==> config.mk <==
export PLATFORM = sky130hd
export DESIGN_NAME = sio_irq_ctrl
export DESIGN_NICKNAME = d
export VERILOG_FILES = /design/src/rtl/sio_irq_pkg.sv /design/src/rtl/sio_rst_sync.sv /design/src/rtl/sio_flag_bank.sv /design/src/rtl/sio_prio_enc.sv /design/src/rtl/sio_req_reg.sv /design/src/rtl/sio_irq_ctrl.sv
export SDC_FILE = /design/constraint.sdc
export NUM_CORES = 1
export LEC_CHECK = 0
export CORE_ASPECT_RATIO = 1.2
export CORE_MARGIN = 5
export CORE_UTILIZATION = 40
export DETAILED_ROUTE_END_ITERATION = 7
export PLACE_DENSITY = 0.81
export SYNTH_ARGS = -nofsm -noshare
export SYNTH_HDL_FRONTEND = slang
export SYNTH_HIERARCHICAL = 1
export SYNTH_SLANG_ARGS = --single-unit
==> constraint.sdc <==
create_clock -name clk -period 0.97 [get_ports clk]
set_clock_uncertainty 0.15 [all_clocks]
set_input_delay 0.194 -clock clk [delete_from_list [all_inputs] [get_ports clk]]
set_output_delay 0.194 -clock clk [all_outputs]
set_load 0.02 [all_outputs]
==> src/rtl/sio_irq_pkg.sv <==
package sio_irq_pkg;

  // flag positions
  localparam int NUM_FLAGS = 6;
  localparam int FL_TXE    = 0;
  localparam int FL_TEND   = 1;
  localparam int FL_RXF    = 2;
  localparam int FL_ERR_LO = 3;

  // request sources
  localparam int NUM_SRC  = 4;
  localparam int SRC_TX   = 0;
  localparam int SRC_TEND = 1;
  localparam int SRC_RX   = 2;
  localparam int SRC_ERR  = 3;

  localparam int CODE_W = 3;

  typedef enum logic [CODE_W-1:0] {
    PEND_NONE = 3'd0,
    PEND_TEND = 3'd1,
    PEND_TX   = 3'd2,
    PEND_RX   = 3'd3,
    PEND_ERR  = 3'd4
  } pend_code_e;

endpackage

==> src/rtl/sio_rst_sync.sv <==
module sio_rst_sync #(
  parameter int STAGES = 2
) (
  input  logic clk,
  input  logic arst_n,
  output logic srst_n
);

  logic [STAGES-1:0] chain_q;
  logic [STAGES-1:0] chain_d;

  always_comb begin
    chain_d = {chain_q[STAGES-2:0], 1'b1};
  end

  always_ff @(posedge clk or negedge arst_n) begin
    if (!arst_n) chain_q <= '0;
    else         chain_q <= chain_d;
  end

  assign srst_n = chain_q[STAGES-1];

endmodule

==> src/rtl/sio_flag_bank.sv <==
module sio_flag_bank #(
  parameter int             NF      = 6,
  parameter logic [NF-1:0]  RST_VAL = 6'b000011,
  parameter int             TX_IDX  = 0,
  parameter int             RX_IDX  = 2
) (
  input  logic          clk,
  input  logic          rst_n,
  input  logic [NF-1:0] set_i,
  input  logic [NF-1:0] clr_i,
  input  logic          ack_tx_i,
  input  logic          ack_rx_i,
  output logic [NF-1:0] flags_o
);

  for (genvar g = 0; g < NF; g++) begin : g_flag
    logic ack;
    logic upd;
    logic flag_d;
    logic flag_q;

    if (g == TX_IDX) begin : g_ack_tx
      assign ack = ack_tx_i;
    end else if (g == RX_IDX) begin : g_ack_rx
      assign ack = ack_rx_i;
    end else begin : g_no_ack
      assign ack = 1'b0;
    end

    // a set pulse overrides any clear in the same cycle
    always_comb begin
      upd    = set_i[g] | clr_i[g] | ack;
      flag_d = set_i[g] | (flag_q & ~(clr_i[g] | ack));
    end

    always_ff @(posedge clk or negedge rst_n) begin
      if (!rst_n)   flag_q <= RST_VAL[g];
      else if (upd) flag_q <= flag_d;
    end

    assign flags_o[g] = flag_q;

    p_set_wins_r7: assert property (@(posedge clk) disable iff (!rst_n)
      set_i[g] |=> flags_o[g]);

    p_cpu_clear_r11: assert property (@(posedge clk) disable iff (!rst_n)
      (clr_i[g] && !set_i[g]) |=> !flags_o[g]);

    if (g != TX_IDX && g != RX_IDX) begin : g_ack_immune
      p_err_ack_immune_r6: assert property (@(posedge clk) disable iff (!rst_n)
        (flags_o[g] && !clr_i[g]) |=> flags_o[g]);
    end
  end

  p_dma_tx_clear_r6: assert property (@(posedge clk) disable iff (!rst_n)
    (ack_tx_i && !set_i[TX_IDX]) |=> !flags_o[TX_IDX]);

  p_dma_rx_clear_r6: assert property (@(posedge clk) disable iff (!rst_n)
    (ack_rx_i && !set_i[RX_IDX]) |=> !flags_o[RX_IDX]);

endmodule

==> src/rtl/sio_prio_enc.sv <==
module sio_prio_enc
  import sio_irq_pkg::*;
#(
  parameter int NS = NUM_SRC
) (
  input  logic [NS-1:0] req_i,
  output pend_code_e    code_o
);

  // order: error, receive, transmit, transmit-end
  always_comb begin
    if (req_i[SRC_ERR])       code_o = PEND_ERR;
    else if (req_i[SRC_RX])   code_o = PEND_RX;
    else if (req_i[SRC_TX])   code_o = PEND_TX;
    else if (req_i[SRC_TEND]) code_o = PEND_TEND;
    else                      code_o = PEND_NONE;
  end

endmodule

==> src/rtl/sio_req_reg.sv <==
module sio_req_reg
  import sio_irq_pkg::*;
#(
  parameter int NF     = NUM_FLAGS,
  parameter int NS     = NUM_SRC,
  parameter int ERR_LO = FL_ERR_LO
) (
  input  logic              clk,
  input  logic              rst_n,
  input  logic [NF-1:0]     flags_i,
  input  logic [NS-1:0]     en_i,
  output logic [NS-1:0]     req_o,
  output logic [CODE_W-1:0] code_o,
  output logic [1:0]        dma_o
);

  logic [NS-1:0] raw;
  logic          err_any;
  pend_code_e    code_d;
  pend_code_e    code_q;
  logic [NS-1:0] req_q;
  logic [1:0]    dma_d;
  logic [1:0]    dma_q;
  logic          upd;

  always_comb begin
    err_any = 1'b0;
    for (int i = ERR_LO; i < NF; i++) err_any = err_any | flags_i[i];
  end

  always_comb begin
    raw           = '0;
    raw[SRC_TX]   = flags_i[FL_TXE]  & en_i[SRC_TX];
    raw[SRC_TEND] = flags_i[FL_TEND] & en_i[SRC_TEND];
    raw[SRC_RX]   = flags_i[FL_RXF]  & en_i[SRC_RX];
    raw[SRC_ERR]  = err_any          & en_i[SRC_ERR];
    dma_d         = {raw[SRC_RX], raw[SRC_TX]};
    upd           = (raw != req_q);
  end

  sio_prio_enc #(.NS(NS)) u_enc (
    .req_i  (raw),
    .code_o (code_d)
  );

  always_ff @(posedge clk or negedge rst_n) begin
    if (!rst_n) begin
      req_q  <= '0;
      code_q <= PEND_NONE;
      dma_q  <= '0;
    end else if (upd) begin
      req_q  <= raw;
      code_q <= code_d;
      dma_q  <= dma_d;
    end
  end

  assign req_o  = req_q;
  assign code_o = code_q;
  assign dma_o  = dma_q;

  p_tx_follow_r2: assert property (@(posedge clk) disable iff (!rst_n)
    (flags_i[FL_TXE] && en_i[SRC_TX]) |=> req_o[SRC_TX]);

  p_tend_gated_r3: assert property (@(posedge clk) disable iff (!rst_n)
    $rose(req_o[SRC_TEND]) |-> $past(flags_i[FL_TEND] && en_i[SRC_TEND]));

  p_rx_follow_r4: assert property (@(posedge clk) disable iff (!rst_n)
    (flags_i[FL_RXF] && en_i[SRC_RX]) |=> req_o[SRC_RX]);

  p_err_source_r5: assert property (@(posedge clk) disable iff (!rst_n)
    $rose(req_o[SRC_ERR]) |-> $past(err_any && en_i[SRC_ERR]));

  p_code_none_r8: assert property (@(posedge clk) disable iff (!rst_n)
    (code_o == PEND_NONE) |-> (req_o == '0));

  p_tx_before_tend_r8: assert property (@(posedge clk) disable iff (!rst_n)
    (req_o[SRC_TX] && !req_o[SRC_RX] && !req_o[SRC_ERR]) |-> (code_o == PEND_TX));

  p_dma_match_r10: assert property (@(posedge clk) disable iff (!rst_n)
    (dma_o == {req_o[SRC_RX], req_o[SRC_TX]}));

endmodule

==> src/rtl/sio_irq_ctrl.sv <==
module sio_irq_ctrl
  import sio_irq_pkg::*;
#(
  parameter int NF          = NUM_FLAGS,
  parameter int NS          = NUM_SRC,
  parameter int SYNC_STAGES = 2
) (
  input  logic              clk,
  input  logic              rst_n,
  input  logic [NF-1:0]     flag_set_i,
  input  logic [NF-1:0]     flag_clr_i,
  input  logic [NS-1:0]     src_en_i,
  input  logic              dma_ack_tx_i,
  input  logic              dma_ack_rx_i,
  output logic              irq_tx_o,
  output logic              irq_tend_o,
  output logic              irq_rx_o,
  output logic              irq_err_o,
  output logic [CODE_W-1:0] pend_code_o,
  output logic [1:0]        dma_req_o
);

  localparam logic [NF-1:0] FLAG_RST = NF'((1 << FL_TXE) | (1 << FL_TEND));

  logic          srst_n;
  logic [NF-1:0] flags;
  logic [NS-1:0] req;

  sio_rst_sync #(.STAGES(SYNC_STAGES)) u_rst (
    .clk    (clk),
    .arst_n (rst_n),
    .srst_n (srst_n)
  );

  sio_flag_bank #(
    .NF      (NF),
    .RST_VAL (FLAG_RST),
    .TX_IDX  (FL_TXE),
    .RX_IDX  (FL_RXF)
  ) u_flags (
    .clk      (clk),
    .rst_n    (srst_n),
    .set_i    (flag_set_i),
    .clr_i    (flag_clr_i),
    .ack_tx_i (dma_ack_tx_i),
    .ack_rx_i (dma_ack_rx_i),
    .flags_o  (flags)
  );

  sio_req_reg #(
    .NF     (NF),
    .NS     (NS),
    .ERR_LO (FL_ERR_LO)
  ) u_req (
    .clk     (clk),
    .rst_n   (srst_n),
    .flags_i (flags),
    .en_i    (src_en_i),
    .req_o   (req),
    .code_o  (pend_code_o),
    .dma_o   (dma_req_o)
  );

  assign irq_tx_o   = req[SRC_TX];
  assign irq_tend_o = req[SRC_TEND];
  assign irq_rx_o   = req[SRC_RX];
  assign irq_err_o  = req[SRC_ERR];

  // losing both transmit flags together must not leave a transmit-end request behind
  p_tend_lost_r9: assert property (@(posedge clk) disable iff (!srst_n)
    (flag_clr_i[FL_TXE] && flag_clr_i[FL_TEND] && !flag_set_i[FL_TEND]) |=> ##1 !irq_tend_o);

endmodule

==> flow_summary_export.csv, run 1 <==
group,metric,value,unit
run_status,status,"finished, violations left",
run_status,failed_checks,"negative hold slack, negative setup slack",
drt,drc,0,
final_layout,stdcell_area,1110,um2
sta,setup_viol,14,
critical_path,crit_fanout,3,
global_routing,overflow,0,
floorplan,die_area,2650,um2
floorplan,io_pins,29,
cts,path_clk_slew,0.09,ns
critical_path,worst_setup_path_start_kind,"flip-flop",
drt,firstDrtPassIters,2,
sta,layout_worst_path_cycle_share,1.69,
cts,clock_latency,0.28,ns
logic_synthesis,synthCells,58,
critical_path,crit_arrival,1.66,ns
place,globalplace.congestion,0.761,
final_layout,area_growth,61.2,%
job,maxCapViolations,0,
min_path,hold_class,"reg -> async",
power_and_ir_drop,ir_worst_vdd,0.843,mV
final_layout,n_fill_cell,132,
floorplan,row_count,16,
critical_path,endpoint_kind,"flip-flop",
global_routing,track_usage,0.106,
sta,max_freq,609,MHz
power_and_ir_drop,power,1.43,mW
critical_path,critPathKind,"reg -> reg",
logic_synthesis,syn_area_per_cell,11.8,um2
place,dpl_cell_area,1010,um2
floorplan,start_util,0.418,
critical_path,required,0.99,ns
drt,drt_wl_total,1360,um
cts,cts_buffers,3,
sta,fin_tns_setup,-4.43,ns
drt,drt_iter0_markers,1,
cts,cts_sinks,15,
place,dp_hpwl,1140,um
logic_synthesis,ys_seq_elements,15,
logic_synthesis,synthesis.nets,78,
drt,via_per_inst,4.55,
cts,cts_tree,"built",
drt,vias,523,
logic_synthesis,synth_warnings,6,
global_routing,antenna_found_initial,0,
place,place.port_buffers,28,
global_routing,grt_pass1_vias,498,
floorplan,fp.dieW,47.8,um
cts,htree_num_levels,1,
logic_synthesis,yosysUniqueCellTypes,15,
logic_synthesis,netlist_area,687,um2
sta,rsz0062_at_grt,"yes",
final_layout,antennaDiodeCount,0,
global_routing,grt_max_degree,10,
logic_synthesis,ys_seq_area_frac,0.550,
drt,ant_nets,0,
sta,finalHoldWorstSlack,-0.0260,ns
cts,cts-root-buf,"clkbuf_4",
sta,setup_slack,-0.671,ns
sta,fin_crit,1.64,ns
power_and_ir_drop,p_per_area,1290,nW/um2
sta,final-max-slew-violation-count,0,
final_layout,drive_gt1_frac,0.392,
power_and_ir_drop,cellLeakagePower,0.533,nW
global_routing,grt_pass1_wl,2070,um
final_layout,layout.nets,118,
drt,routedWlPerCell,11.8,um
cts,clockBufferDepth,2,
floorplan,coreArea,1640,um2
sta,hold_violations,3,
floorplan,die_h,55.4,um
==> Yosys cell counts <==
| library cell | n | area share |
|---|---|---|
| a21o_1 | 6 | 0.066 |
| a21oi_2 | 1 | 0.013 |
| and2_1 | 6 | 0.055 |
| buf_4 | 9 | 0.098 |
| conb_1 | 1 | 0.0055 |
| dfrtp_1 | 13 | 0.47 |
| dfstp_2 | 2 | 0.077 |
| inv_1 | 5 | 0.027 |
| mux2_1 | 3 | 0.049 |
| nand2b_1 | 1 | 0.0091 |
| nand4_2 | 1 | 0.018 |
| nor2_1 | 4 | 0.022 |
| o31a_1 | 2 | 0.026 |
| xnor2_1 | 3 | 0.038 |
| xnor2_2 | 1 | 0.024 |
==> cell families (layout without fill, tap and decap cells) <==
group	Yosys count	in the layout	share of synthesized area
buf+inv	14	53	0.126
compound gates	9	9	0.104
simple gates	12	12	0.104
flops	15	15	0.550
other cells	1	1	0.00546
mux	3	3	0.0492
xor+xnor	4	4	0.0619
==> flip-flops by register name (all words and copies together) (netlist names) <==
name / flops
u_req/req_o: 4
u_flags/g_flag.flag_q: 6
u_rst/chain_q: 2
u_req/code_o: 3
==> layer usage <==
| layer | vias up | GRT usage | wire length [um] |
|---|---|---|---|
| met5 | - | 0 | 0 |
| met4 | 0 | 0.0462 | 11 |
| met3 | 2 | 0.0292 | 101 |
| met2 | 14 | 0.170 | 703 |
| met1 | 252 | 0.126 | 542 |
| li1 | 255 | - | - |
==> critical path, stage by stage, from the launching register on <==
cell and delay [ns]:
dfrtp_1 0.39, o31a_1 0.34, xnor2_2 0.16, nand4_2 0.15, mux2_1 0.34
==> repair_timing <==
item	CTS	global route
hold endpoints to repair	5	0
hold buffers	1	0
buffers inserted	1	5
setup endpoints to repair	13	17
gates resized for setup	46	14
pin swaps	2	3
==> metrics by stage <==
stage          instances  setup WS, ns  utilization
2_1_floorplan         58        -0.710            -
5_1_grt              115        -0.748        0.675
4_1_cts              111        -0.683        0.628
3_5_place_dp         106        -0.809        0.614
6_report             115        -0.671        0.675
3_3_place_gp         106        -0.783        0.614
==> path summary, 6_finish.rpt <==
path / cells after the start / slack [ns] / startpoint / end
worst max register to register: 4 / -0.67 / u_flags/g_flag[5].flag_q$_DFFE_PN0P_ / u_req/code_o[2]$_DFFE_PN0P_
min in group clk: 0 / 0.21 / u_rst/chain_q[0]$_DFF_PN0_ / u_rst/chain_q[1]$_DFF_PN0_
max in group asynchronous: 2 / 0.10 / rst_n / u_rst/chain_q[0]$_DFF_PN0_
worst max-delay path: 4 / -0.67 / u_flags/g_flag[5].flag_q$_DFFE_PN0P_ / u_req/code_o[2]$_DFFE_PN0P_
worst min register to register: 0 / -0.03 / u_rst/chain_q[1]$_DFF_PN0_ / u_flags/g_flag[2].flag_q$_DFFE_PN0P_
worst min-delay path: 0 / -0.03 / u_rst/chain_q[1]$_DFF_PN0_ / u_flags/g_flag[2].flag_q$_DFFE_PN0P_
==> placed cells by master, fill, tap and decap left out, drive strengths merged, types with 3 or more instances in the layout <==
master,count
and2,6
inv,5
xnor2,4
dfrtp,13
nor2,4
a21o,6
clkbuf,3
clkdlybuf4s50,19
mux2,3
buf,24
==> cell type report <==
type / count / area [um2] / area share
inverters: 5 / 18.8 / 0.0169
well taps: 18 / 22.5 / 0.0203
multi-input cells: 29 / 231 / 0.209
repair buffers: 44 / 427 / 0.385
flip-flops and latches: 15 / 380 / 0.344
clock buffers: 3 / 22.5 / 0.0203
clock inverters: 1 / 5.00 / 0.00452
==> where the power goes <==
group	total, mW	internal, mW	switching (mW)
logic	0.369	0.240	0.129
clock network	0.344	0.152	0.191
registers	0.713	0.676	0.0367
Note: power is estimated with default switching activity, not from simulation.
==> run 2: changes to the inputs <==
--- a/config.mk
+++ b/config.mk
@@ -6,10 +6,11 @@
 export NUM_CORES = 1
 export LEC_CHECK = 0
 export CORE_ASPECT_RATIO = 1.2
-export CORE_MARGIN = 5
-export CORE_UTILIZATION = 40
+export CORE_MARGIN = 2
+export CORE_UTILIZATION = 41
+export CTS_BUF_LIST = sky130_fd_sc_hd__clkbuf_8
 export DETAILED_ROUTE_END_ITERATION = 7
-export PLACE_DENSITY = 0.81
+export PLACE_DENSITY = 0.83
 export SYNTH_ARGS = -nofsm -noshare
 export SYNTH_HDL_FRONTEND = slang
 export SYNTH_HIERARCHICAL = 1
==> run 2 against run 1 <==
Compared with the run above:
- the flow still finishes with violations (negative hold slack, negative setup slack)
- clock-buffer cell count did not move
- sequential power barely moved
- maximum frequency up 0.48%
- non-clock buffer count decreased by 2
- power increased by 10%
- combinational power barely moved
- utilization is 1.1 points higher
- critical path type unchanged
- largest power group unchanged
- highest routed layer unchanged
==> flow_summary_export.csv, run 2 (same netlist as run 1, synthesis figures left out) <==
group,metric,value,unit
job,maxCapViolations,0,
critical_path,cp_num_buf_inv,0,
cts,clockBufferDepth,2,
floorplan,start_util,0.429,
drt,routedWlPerCell,11.5,um
cts,cts_sinks,15,
global_routing,overflow,0,
sta,fin_crit,1.63,ns
cts,htree_num_levels,1,
cts,cts_buffers,3,
cts,cts-root-buf,"clkbuf_8",
run_status,status,"finished, violations left",
final_layout,regMostFlops,"u_flags/g_flag.flag_q",
critical_path,required,0.95,ns
final_layout,layout.nets,116,
sta,setup_slack,-0.664,ns
min_path,hold_class,"reg -> async",
floorplan,die_area,2020,um2
sta,setup_viol,13,
cts,clock_latency,0.24,ns
global_routing,antenna_found_initial,0,
drt,drc,0,
sta,max_freq,612,MHz
drt,drt_wl_total,1290,um
critical_path,endpoint_kind,"flip-flop",
drt,vias,515,
drt,drt_iter0_markers,3,
critical_path,worst_setup_path_start_kind,"flip-flop",
global_routing,grt_pass1_wl,2170,um
drt,via_per_inst,4.56,
critical_path,crit_arrival,1.61,ns
final_layout,antennaDiodeCount,0,
floorplan,die_h,48.8,um
cts,path_clk_slew,0.06,ns
critical_path,critPathKind,"reg -> reg",
power_and_ir_drop,p_per_area,1430,nW/um2
critical_path,worstPathCellList,"o31a_1 -> xnor2_2 -> nand4_4 -> mux2_4",
global_routing,use_met3,0.0457,
power_and_ir_drop,cellLeakagePower,0.533,nW
drt,ant_nets,0,
sta,layout_worst_path_cycle_share,1.68,
floorplan,fp.dieW,41.4,um
place,dp_hpwl,1060,um
critical_path,cpPeakStageDelay,0.38,ns
place,place.port_buffers,28,
floorplan,io_pins,29,
cts,ctsHoldBuffers,1,
critical_path,crit_family,"flip-flops",
final_layout,final_common_cell,"clkdlybuf4s50_1",
sta,final-max-slew-violation-count,0,
critical_path,crit_fanout,3,
global_routing,busiest_layer,"met2",
floorplan,coreArea,1600,um2
final_layout,final_cell_mix,"18 x clkdlybuf4s50_1, 12 x buf_4, 11 x dfrtp_1",
sta,rsz0062_at_grt,"yes",
global_routing,met2_usage,0.258,
power_and_ir_drop,ir_worst_vdd,1.03,mV
floorplan,row_count,16,
place,globalplace.congestion,0.734,
global_routing,track_usage,0.163,
run_status,failed_checks,"negative hold slack, negative setup slack",
drt,firstDrtPassIters,4,
power_and_ir_drop,power,1.57,mW
cts,cts_tree,"built",
final_layout,area_growth,59.7,%
critical_path,cp_slowest_cell,"dfrtp_1",
final_layout,drive_gt1_frac,0.379,
final_layout,largest_register_ffs,6,
global_routing,grt_pass1_vias,532,
sta,fin_tns_setup,-3.66,ns
sta,hold_violations,4,
global_routing,grt_util_met1,0.193,
sta,finalHoldWorstSlack,-0.0502,ns
global_routing,grt_max_degree,10,
[run 2: cell count changes in the layout (fill, tap and decap cells not counted), sizes merged]
| cell | previous run | this run |
|---|---|---|
| buf | 24 | 23 |
| clkdlybuf4s50 | 19 | 18 |
| clkinv | 1 | 0 |
| inv | 5 | 6 |
[run 2: worst paths after layout]
check,from,to,slack [ns],depth (start not counted)
setup / recovery,u_flags/g_flag[4].flag_q$_DFFE_PN0P_,u_req/code_o[2]$_DFFE_PN0P_,-0.66,4
hold / removal,u_rst/chain_q[1]$_DFF_PN0_,u_req/req_o[3]$_DFFE_PN0P_,-0.05,0
setup reg to reg,u_flags/g_flag[4].flag_q$_DFFE_PN0P_,u_req/code_o[2]$_DFFE_PN0P_,-0.66,4
hold reg to reg,u_rst/chain_q[1]$_DFF_PN0_,u_req/req_o[3]$_DFFE_PN0P_,-0.05,0
max in group asynchronous,u_rst/chain_q[1]$_DFF_PN0_,u_flags/g_flag[1].flag_q$_DFFE_PN1P_,0.31,1
min in group clk,u_rst/chain_q[0]$_DFF_PN0_,u_rst/chain_q[1]$_DFF_PN0_,0.22,0
[run 2: metrics by stage]
| step | util | setup WS [ns] | instance area, um2 | hold slack [ns] | std cells |
|---|---|---|---|---|---|
| after floorplan | - | -0.710 | 697 | -0.252 | 58 |
| after global placement | 0.637 | -0.778 | 1020 | -0.0555 | 106 |
| after detailed placement | 0.637 | -0.817 | 1020 | -0.0478 | 106 |
| after CTS | 0.659 | -0.664 | 1060 | -0.0435 | 112 |
| after global routing | 0.685 | -0.717 | 1100 | -0.0276 | 113 |
| final | 0.685 | -0.664 | 1100 | -0.0502 | 113 |
[run 2: area by class of cell]
cell class	count	area, um2
fillers	126	504
repair buffers	42	388
flip-flops and latches	15	380
multi-input cells	29	243
clock buffers	3	41.3
well taps	18	22.5
inverters	5	18.8
clock inverters	1	3.75
[run 2: where the power goes]
group	switching [mW]	total (mW)	leakage [nW]	internal, mW
clock network	0.211	0.490	0.0269	0.280
logic	0.135	0.370	0.334	0.235
registers	0.0360	0.713	0.173	0.677
[run 2: layer usage]
| layer | vias to the layer above | part of all wire |
|---|---|---|
| li1 | 248 | - |
| met1 | 249 | 0.35 |
| met2 | 16 | 0.59 |
| met3 | 2 | 0.049 |
| met4 | 0 | 0.0093 |
| met5 | - | 0 |
[run 2: what timing repair did]
item                                    in CTS  in global routing
endpoints found under the setup margin      13                 15
resized for setup                           42                  9
hold endpoints to repair                     6                  4
setup buffers                                3                  4
pin swaps                                    2                  1
